### config.mk
export PLATFORM = sky130hd
export DESIGN_NAME = fetch_exec_core
export DESIGN_NICKNAME = d
export VERILOG_FILES = /design/src/rtl/core_pkg.sv /design/src/rtl/mcycle_timer.sv /design/src/rtl/pc_unit.sv /design/src/rtl/data_regs.sv /design/src/rtl/seq_ctrl.sv /design/src/rtl/fetch_exec_core.sv
export SDC_FILE = /design/constraint.sdc
export NUM_CORES = 1
export LEC_CHECK = 0
export BUFFER_PORTS_ARGS = -buffer_cell sky130_fd_sc_hd__buf_2
export CAP_MARGIN = 20
export CORE_MARGIN = 4
export CORE_UTILIZATION = 30
export DETAILED_ROUTE_END_ITERATION = 7
export PLACE_DENSITY = 0.63
export SYNTH_ARGS = -nofsm -noshare
export SYNTH_HDL_FRONTEND = slang
export SYNTH_SLANG_ARGS = --single-unit
export TNS_END_PERCENT = 20
### constraint.sdc
create_clock -name clk -period 4.9 [get_ports clk]
set_input_delay 0.245 -clock clk [delete_from_list [all_inputs] [get_ports clk]]
set_output_delay 0.245 -clock clk [all_outputs]
set_load 0.005 [all_outputs]
### src/rtl/core_pkg.sv
// Shared definitions for the fetch-execute sequencer: bus widths, opcode
// values, sequencer states and the opcode decode function.
// Assumes a byte-wide opcode space and a 16-bit address space.
package core_pkg;

    localparam int OPC_W  = 8;
    localparam int ADDR_W = 16;
    localparam int NREGS  = 2;

    localparam logic [OPC_W-1:0] OPC_NOP = 8'h00;
    localparam logic [OPC_W-1:0] OPC_LDA = 8'h3E;
    localparam logic [OPC_W-1:0] OPC_LDB = 8'h06;

    typedef enum logic [1:0] {
        ST_FETCH   = 2'd0,
        ST_OPERAND = 2'd1,
        ST_HALT    = 2'd2
    } seq_state_t;

    typedef enum logic [0:0] {
        DST_A = 1'b0,
        DST_B = 1'b1
    } dest_t;

    typedef struct packed {
        logic  valid;
        logic  needs_imm;
        dest_t dest;
    } decode_t;

    // Map an opcode byte onto its decoded control fields.
    function automatic decode_t decode_opcode(input logic [OPC_W-1:0] op);
        decode_t d;
        d.valid     = 1'b0;
        d.needs_imm = 1'b0;
        d.dest      = DST_A;
        case (op)
            OPC_NOP: d.valid = 1'b1;
            OPC_LDA: begin
                d.valid     = 1'b1;
                d.needs_imm = 1'b1;
                d.dest      = DST_A;
            end
            OPC_LDB: begin
                d.valid     = 1'b1;
                d.needs_imm = 1'b1;
                d.dest      = DST_B;
            end
            default: ;
        endcase
        return d;
    endfunction

endpackage

### src/rtl/mcycle_timer.sv
// Machine-cycle timer: divides the clock into machine cycles of TICKS
// clocks and counts completed machine cycles.
// Assumes run drops only on a last tick; while run is low, the tick
// position and the count are frozen.
module mcycle_timer #(
    parameter int TICKS = 4,
    parameter int CNT_W = 16
) (
    input  logic             clk,
    input  logic             rst_n,
    input  logic             run,
    output logic             first_tick,
    output logic             last_tick,
    output logic [CNT_W-1:0] mcycle_count
);
    localparam int TW = (TICKS > 1) ? $clog2(TICKS) : 1;
    localparam logic [TW-1:0] LAST = TW'(TICKS - 1);

    logic [TW-1:0] tick_q;

    assign first_tick = (tick_q == '0);
    assign last_tick  = (tick_q == LAST);

    // Advance the tick position inside the current machine cycle.
    always_ff @(posedge clk) begin
        if (!rst_n)
            tick_q <= '0;
        else if (run)
            tick_q <= last_tick ? '0 : tick_q + TW'(1);
    end

    // Count each machine cycle as it completes.
    always_ff @(posedge clk) begin
        if (!rst_n)
            mcycle_count <= '0;
        else if (run && last_tick)
            mcycle_count <= mcycle_count + CNT_W'(1);
    end

endmodule

### src/rtl/pc_unit.sv
// Program counter: resets to RESET_PC and steps by one on request,
// wrapping naturally at the top of the address space.
// Assumes at most one increment per clock.
module pc_unit #(
    parameter logic [15:0] RESET_PC = 16'h0100
) (
    input  logic        clk,
    input  logic        rst_n,
    input  logic        inc,
    output logic [15:0] pc
);
    // Hold or advance the fetch pointer.
    always_ff @(posedge clk) begin
        if (!rst_n)
            pc <= RESET_PC;
        else if (inc)
            pc <= pc + 16'd1;
    end

endmodule

### src/rtl/data_regs.sv
// Data register bank: NREGS byte registers, each loaded from a shared
// immediate bus under its own enable.
// Assumes the enables are one-hot or zero.
module data_regs #(
    parameter int NREGS = 2,
    parameter int W     = 8
) (
    input  logic                     clk,
    input  logic                     rst_n,
    input  logic [NREGS-1:0]         load_en,
    input  logic [W-1:0]             imm,
    output logic [NREGS-1:0][W-1:0]  regs_q
);
    for (genvar i = 0; i < NREGS; i++) begin : g_reg
        // Load register i from the immediate bus when selected.
        always_ff @(posedge clk) begin
            if (!rst_n)
                regs_q[i] <= '0;
            else if (load_en[i])
                regs_q[i] <= imm;
        end
    end

endmodule

### src/rtl/seq_ctrl.sv
// Sequencer control: walks opcode fetch, optional operand fetch and halt.
// On each last tick it consumes the byte on the read bus, requests a PC
// step, steers register loads and records an unknown opcode.
// Assumes rdata is stable on the last tick of each machine cycle.
module seq_ctrl
    import core_pkg::*;
(
    input  logic                  clk,
    input  logic                  rst_n,
    input  logic                  last_tick,
    input  logic [OPC_W-1:0]      rdata,
    input  logic [ADDR_W-1:0]     pc,
    output logic                  run,
    output logic                  pc_inc,
    output logic [NREGS-1:0]      load_en,
    output logic [OPC_W-1:0]      imm,
    output logic                  instr_done,
    output logic                  err_flag,
    output logic [OPC_W-1:0]      err_opcode,
    output logic [ADDR_W-1:0]     err_pc
);
    seq_state_t state_q, state_d;
    dest_t      dest_q, dest_d;
    decode_t    dec;
    logic       done_d;
    logic       bad_op;

    assign run = (state_q != ST_HALT);
    assign imm = rdata;

    // Decode the current byte and choose the next step of the sequence.
    always_comb begin
        dec     = decode_opcode(rdata);
        state_d = state_q;
        dest_d  = dest_q;
        pc_inc  = 1'b0;
        load_en = '0;
        done_d  = 1'b0;
        bad_op  = 1'b0;
        if (last_tick) begin
            case (state_q)
                ST_FETCH: begin
                    pc_inc = 1'b1;
                    if (!dec.valid) begin
                        state_d = ST_HALT;
                        bad_op  = 1'b1;
                    end else if (dec.needs_imm) begin
                        state_d = ST_OPERAND;
                        dest_d  = dec.dest;
                    end else begin
                        done_d = 1'b1;
                    end
                end
                ST_OPERAND: begin
                    pc_inc                 = 1'b1;
                    load_en[int'(dest_q)]  = 1'b1;
                    done_d                 = 1'b1;
                    state_d                = ST_FETCH;
                end
                default: ;
            endcase
        end
    end

    // Register the sequencer state, the pending destination and the done pulse.
    always_ff @(posedge clk) begin
        if (!rst_n) begin
            state_q    <= ST_FETCH;
            dest_q     <= DST_A;
            instr_done <= 1'b0;
        end else begin
            state_q    <= state_d;
            dest_q     <= dest_d;
            instr_done <= done_d;
        end
    end

    // Capture the offending opcode and its fetch address on a halt.
    always_ff @(posedge clk) begin
        if (!rst_n) begin
            err_flag   <= 1'b0;
            err_opcode <= '0;
            err_pc     <= '0;
        end else if (bad_op) begin
            err_flag   <= 1'b1;
            err_opcode <= rdata;
            err_pc     <= pc;
        end
    end

endmodule

### src/rtl/fetch_exec_core.sv
// Top of the fetch-execute sequencer. Joins the machine-cycle timer, the
// program counter, the control sequencer and the data registers, and
// drives the read-only memory port.
// Assumes a memory that returns the addressed byte one clock after mem_rd.
module fetch_exec_core
    import core_pkg::*;
#(
    parameter logic [15:0] RESET_PC          = 16'h0100,
    parameter int          TICKS_PER_MCYCLE  = 4,
    parameter int          CNT_W             = 16
) (
    input  logic              clk,
    input  logic              rst_n,
    output logic [15:0]       mem_addr,
    output logic              mem_rd,
    input  logic [7:0]        mem_rdata,
    output logic [7:0]        reg_a,
    output logic [7:0]        reg_b,
    output logic [15:0]       pc,
    output logic [CNT_W-1:0]  mcycle_count,
    output logic              instr_done,
    output logic              err_flag,
    output logic [7:0]        err_opcode,
    output logic [15:0]       err_pc
);
    logic                          run;
    logic                          first_tick;
    logic                          last_tick;
    logic                          pc_inc;
    logic [NREGS-1:0]              load_en;
    logic [OPC_W-1:0]              imm;
    logic [NREGS-1:0][OPC_W-1:0]   regs_q;

    mcycle_timer #(
        .TICKS (TICKS_PER_MCYCLE),
        .CNT_W (CNT_W)
    ) timer_i (
        .clk          (clk),
        .rst_n        (rst_n),
        .run          (run),
        .first_tick   (first_tick),
        .last_tick    (last_tick),
        .mcycle_count (mcycle_count)
    );

    pc_unit #(
        .RESET_PC (RESET_PC)
    ) pc_i (
        .clk   (clk),
        .rst_n (rst_n),
        .inc   (pc_inc),
        .pc    (pc)
    );

    seq_ctrl ctrl_i (
        .clk        (clk),
        .rst_n      (rst_n),
        .last_tick  (last_tick),
        .rdata      (mem_rdata),
        .pc         (pc),
        .run        (run),
        .pc_inc     (pc_inc),
        .load_en    (load_en),
        .imm        (imm),
        .instr_done (instr_done),
        .err_flag   (err_flag),
        .err_opcode (err_opcode),
        .err_pc     (err_pc)
    );

    data_regs #(
        .NREGS (NREGS),
        .W     (OPC_W)
    ) regs_i (
        .clk     (clk),
        .rst_n   (rst_n),
        .load_en (load_en),
        .imm     (imm),
        .regs_q  (regs_q)
    );

    assign mem_addr = pc;
    assign mem_rd   = run && first_tick;
    assign reg_a    = regs_q[int'(DST_A)];
    assign reg_b    = regs_q[int'(DST_B)];

endmodule

==> run_results.csv <==
group,metric,value,unit
outcome,status,"completed",
placement,place_ws,2.75,ns
floorplanning,dieWidth,115,um
synthesis,synthArstFlopShare,0,
global_route,grt_pass1_wl,13600,um
timing,rsz0062_at_grt,"no",
drt,drt_first_pass_iters,4,
floorplanning,core-area,11000,um^2
clock_network,cts.sinks,79,
floorplanning,start_util,0.313,
timing,hold_violations,0,
worst_hold_path,worstHoldPathCells,3,
drt,drc,0,
cells_and_area,insertedDiodeCount,0,
power_and_ir_drop,leakage,1.74,nW
setup_path,worst_setup_path_end_kind,"register",
setup_path,crit_cells,4,
power_and_ir_drop,p_per_area,354,nW/um^2
clock_network,cts_hold_buf,0,
cells_and_area,fin_nets,486,
setup_path,crit_family,"simple AND/OR/NAND/NOR gates",
timing,final.setup.tns,0,ns
setup_path,cp_cell_sequence,"ha_1 -> nor2b_1 -> and4_4 -> mux2i_1",
placement,place_inst,601,
placement,gp_congestion,0.789,
floorplanning,die_h,115,um
timing,fin_ws,2.74,ns
synthesis,synth_area,3450,um^2
timing,finalClockSkew,0.00330,ns
cells_and_area,layout.cells.non_filler,617,
drt,drtIter0Drc,138,
synthesis,synth_flop_cell,"dfxtp_1",
drt,wl_met1,4030,um
timing,setup_viol_count_final,0,
global_route,grt_pass1_vias,2760,
timing,timing.final.crit_share,0.441,
synthesis,seq_area_frac_synth,0.458,
floorplanning,dieArea,13300,um^2
timing,slew_viol_final,0,
floorplanning,ios,101,
setup_path,path_max_fanout,25,
global_route,antenna_found_initial,0,
placement,port_buffers,100,
clock_network,root_buffer,"clkbuf_16",
timing,slew_headroom,0.340,
timing,worstMarginPinSlew,0.990,ns
drt,routed.top_layer,"met4",
setup_path,criticalPathCategory,"register to register",
synthesis,synth.distinct_cells,39,
timing,fin_crit,2.16,ns
cells_and_area,area_growth,22.8,%
clock_network,cts_tree,"built",
setup_path,slowest_stage,"and4_4",
drt,met3WireLength,714,um
clock_network,cts_buffer_depth,2,
power_and_ir_drop,peakVddDrop,0.204,mV
cells_and_area,drive_above_1_share,0.252,
clock_network,cts_setup_buffers,0,
clock_network,cts_buffers,9,
synthesis,yosysMostFrequentCell,"dfxtp_1",
setup_path,critical-path-max-stage-delay,0.62,ns
run,maxCapViolations,0,
setup_path,start_kind,"register",
synthesis,synth_edf_count,0,
placement,hpwl,6210,um
synthesis,syn_nets,408,
timing,fmax,463,MHz
floorplanning,rows,38,
placement,place_area,3910,um^2
synthesis,yosysTopAreaCellShare,0.458,
setup_path,worstRegToRegCells,4,
global_route,grt_overflow_total,0,
cells_and_area,final_area,4240,um^2
clock_network,htreeDepth,3,
synthesis,postSynthAreaPerCell,8.76,um^2
drt,routed_wirelength,8540,um
global_route,track_usage,0.130,
synthesis,yosys-top-cells-count,"79 x dfxtp_1, 77 x nand2_1, 36 x mux2i_1",
worst_hold_path,min_path_type,"primary input to register",
clock_network,path_clk_slew,0.06,ns
setup_path,cp_num_buf_inv,0,
setup_path,cp.required,5.16,ns
drt,num_vias,2947,
synthesis,synth_area_leaders,"dfxtp_1 46%, mux2i_1 10%, nand2_1 8.4%",
drt,dr_wl_met2,3740,um
clock_network,cts_repair_resize_count,0,
synthesis,synth_area_leader_cell,"dfxtp_1",
clock_network,insertion_delay,0.33,ns
drt,drt-wirelength-per-cell,13.8,um
synthesis,syn_inst,394,
cells_and_area,utilization,0.384,
setup_path,cp.arrival,2.42,ns
synthesis,yosysWarnings,0,
drt,drtAntennaViolNets,0,
synthesis,synth_seq_cells,79,
global_route,grt_start_max_net_pins,58,
drt,via_per_inst,4.78,
==> tightest hold or removal path, stage by stage <==
cell and delay [ns]:
buf_2 0.13, nand2_1 0.06, a21oi_1 0.05
==> stage by stage <==
step	power [mW]	hold WS (ns)
6_report	1.50	0.200
2_1_floorplan	0.766	0.381
4_1_cts	1.52	0.183
3_3_place_gp	0.790	0.439
3_5_place_dp	0.795	0.445
5_1_grt	1.57	0.195
==> cells by family (layout without fill, tap and decap cells) <==
group,count (synthesis),count (layout),share of synthesized area
multiplexers,36,36,0.104
flip-flops,79,79,0.458
XOR/XNOR,17,17,0.0432
adder cells (fa/ha/maj),4,4,0.0145
buffers and inverters,44,127,0.0754
AO/OA/AOI/OAI,37,37,0.0613
AND/OR/NAND/NOR,177,177,0.243
==> layout by cell type (no fill, tap or decap), types with 4 or more instances in the layout <==
master | synthesis | final
buf_2 | 0 | 100
dfxtp_1 | 79 | 79
nand2_1 | 77 | 77
mux2i_1 | 36 | 36
nor2_1 | 34 | 34
a21oi_1 | 23 | 23
nand3_1 | 12 | 12
inv_1 | 10 | 10
nand4_1 | 10 | 10
xnor2_1 | 10 | 10
clkbuf_16 | 0 | 9
or3_1 | 8 | 8
xor2_1 | 7 | 7
nand2b_1 | 6 | 6
nor4_1 | 6 | 6
and3_1 | 5 | 5
o21ai_0 | 5 | 5
o31ai_1 | 4 | 4
or4_1 | 4 | 4
nor3_1 | 4 | 4
ha_1 | 4 | 4
==> metal layers <==
metal,GRT usage,vias to the layer above
met5,0,-
met4,0.0352,0
met3,0.0589,6
met2,0.198,92
met1,0.167,1375
li1,-,1474
==> worst paths after layout <==
path | slack [ns] | startpoint | to
setup / recovery | 2.74 | timer_i.tick_q[0] | ctrl_i.err_pc[8]
hold / removal | 0.20 | mem_rdata[0] | regs_i.regs_q[8]
setup reg to reg | 2.74 | timer_i.tick_q[0] | ctrl_i.err_pc[8]
hold reg to reg | 0.45 | regs_i.regs_q[14] | regs_i.regs_q[14]
==> registers in the layout, summed over array words and instances, names as in the netlist <==
signal / cells
ctrl_i.dest_q: 1
regs_i.regs_q: 16
ctrl_i.state_q: 2
ctrl_i.err_flag: 1
pc_i.pc: 16
timer_i.mcycle_count: 16
ctrl_i.err_opcode: 8
ctrl_i.err_pc: 16
ctrl_i.instr_done: 1
timer_i.tick_q: 2
==> cell type report <==
cell class | instances | area (um^2)
flip-flops and latches | 79 | 1580
clock buffers | 13 | 260
fillers | 1136 | 6800
inverters | 10 | 37.5
well taps | 140 | 175
multi-input cells | 271 | 1610
repair buffers | 101 | 508
clock inverters | 3 | 65.1
==> power breakdown <==
group	switching [mW]	internal [mW]	leakage, nW
registers	0.0116	0.657	0.637
logic	0.0655	0.0432	0.945
clock network	0.249	0.473	0.160
total	0.326	1.17	1.74
(Power assumes the default switching activity.)
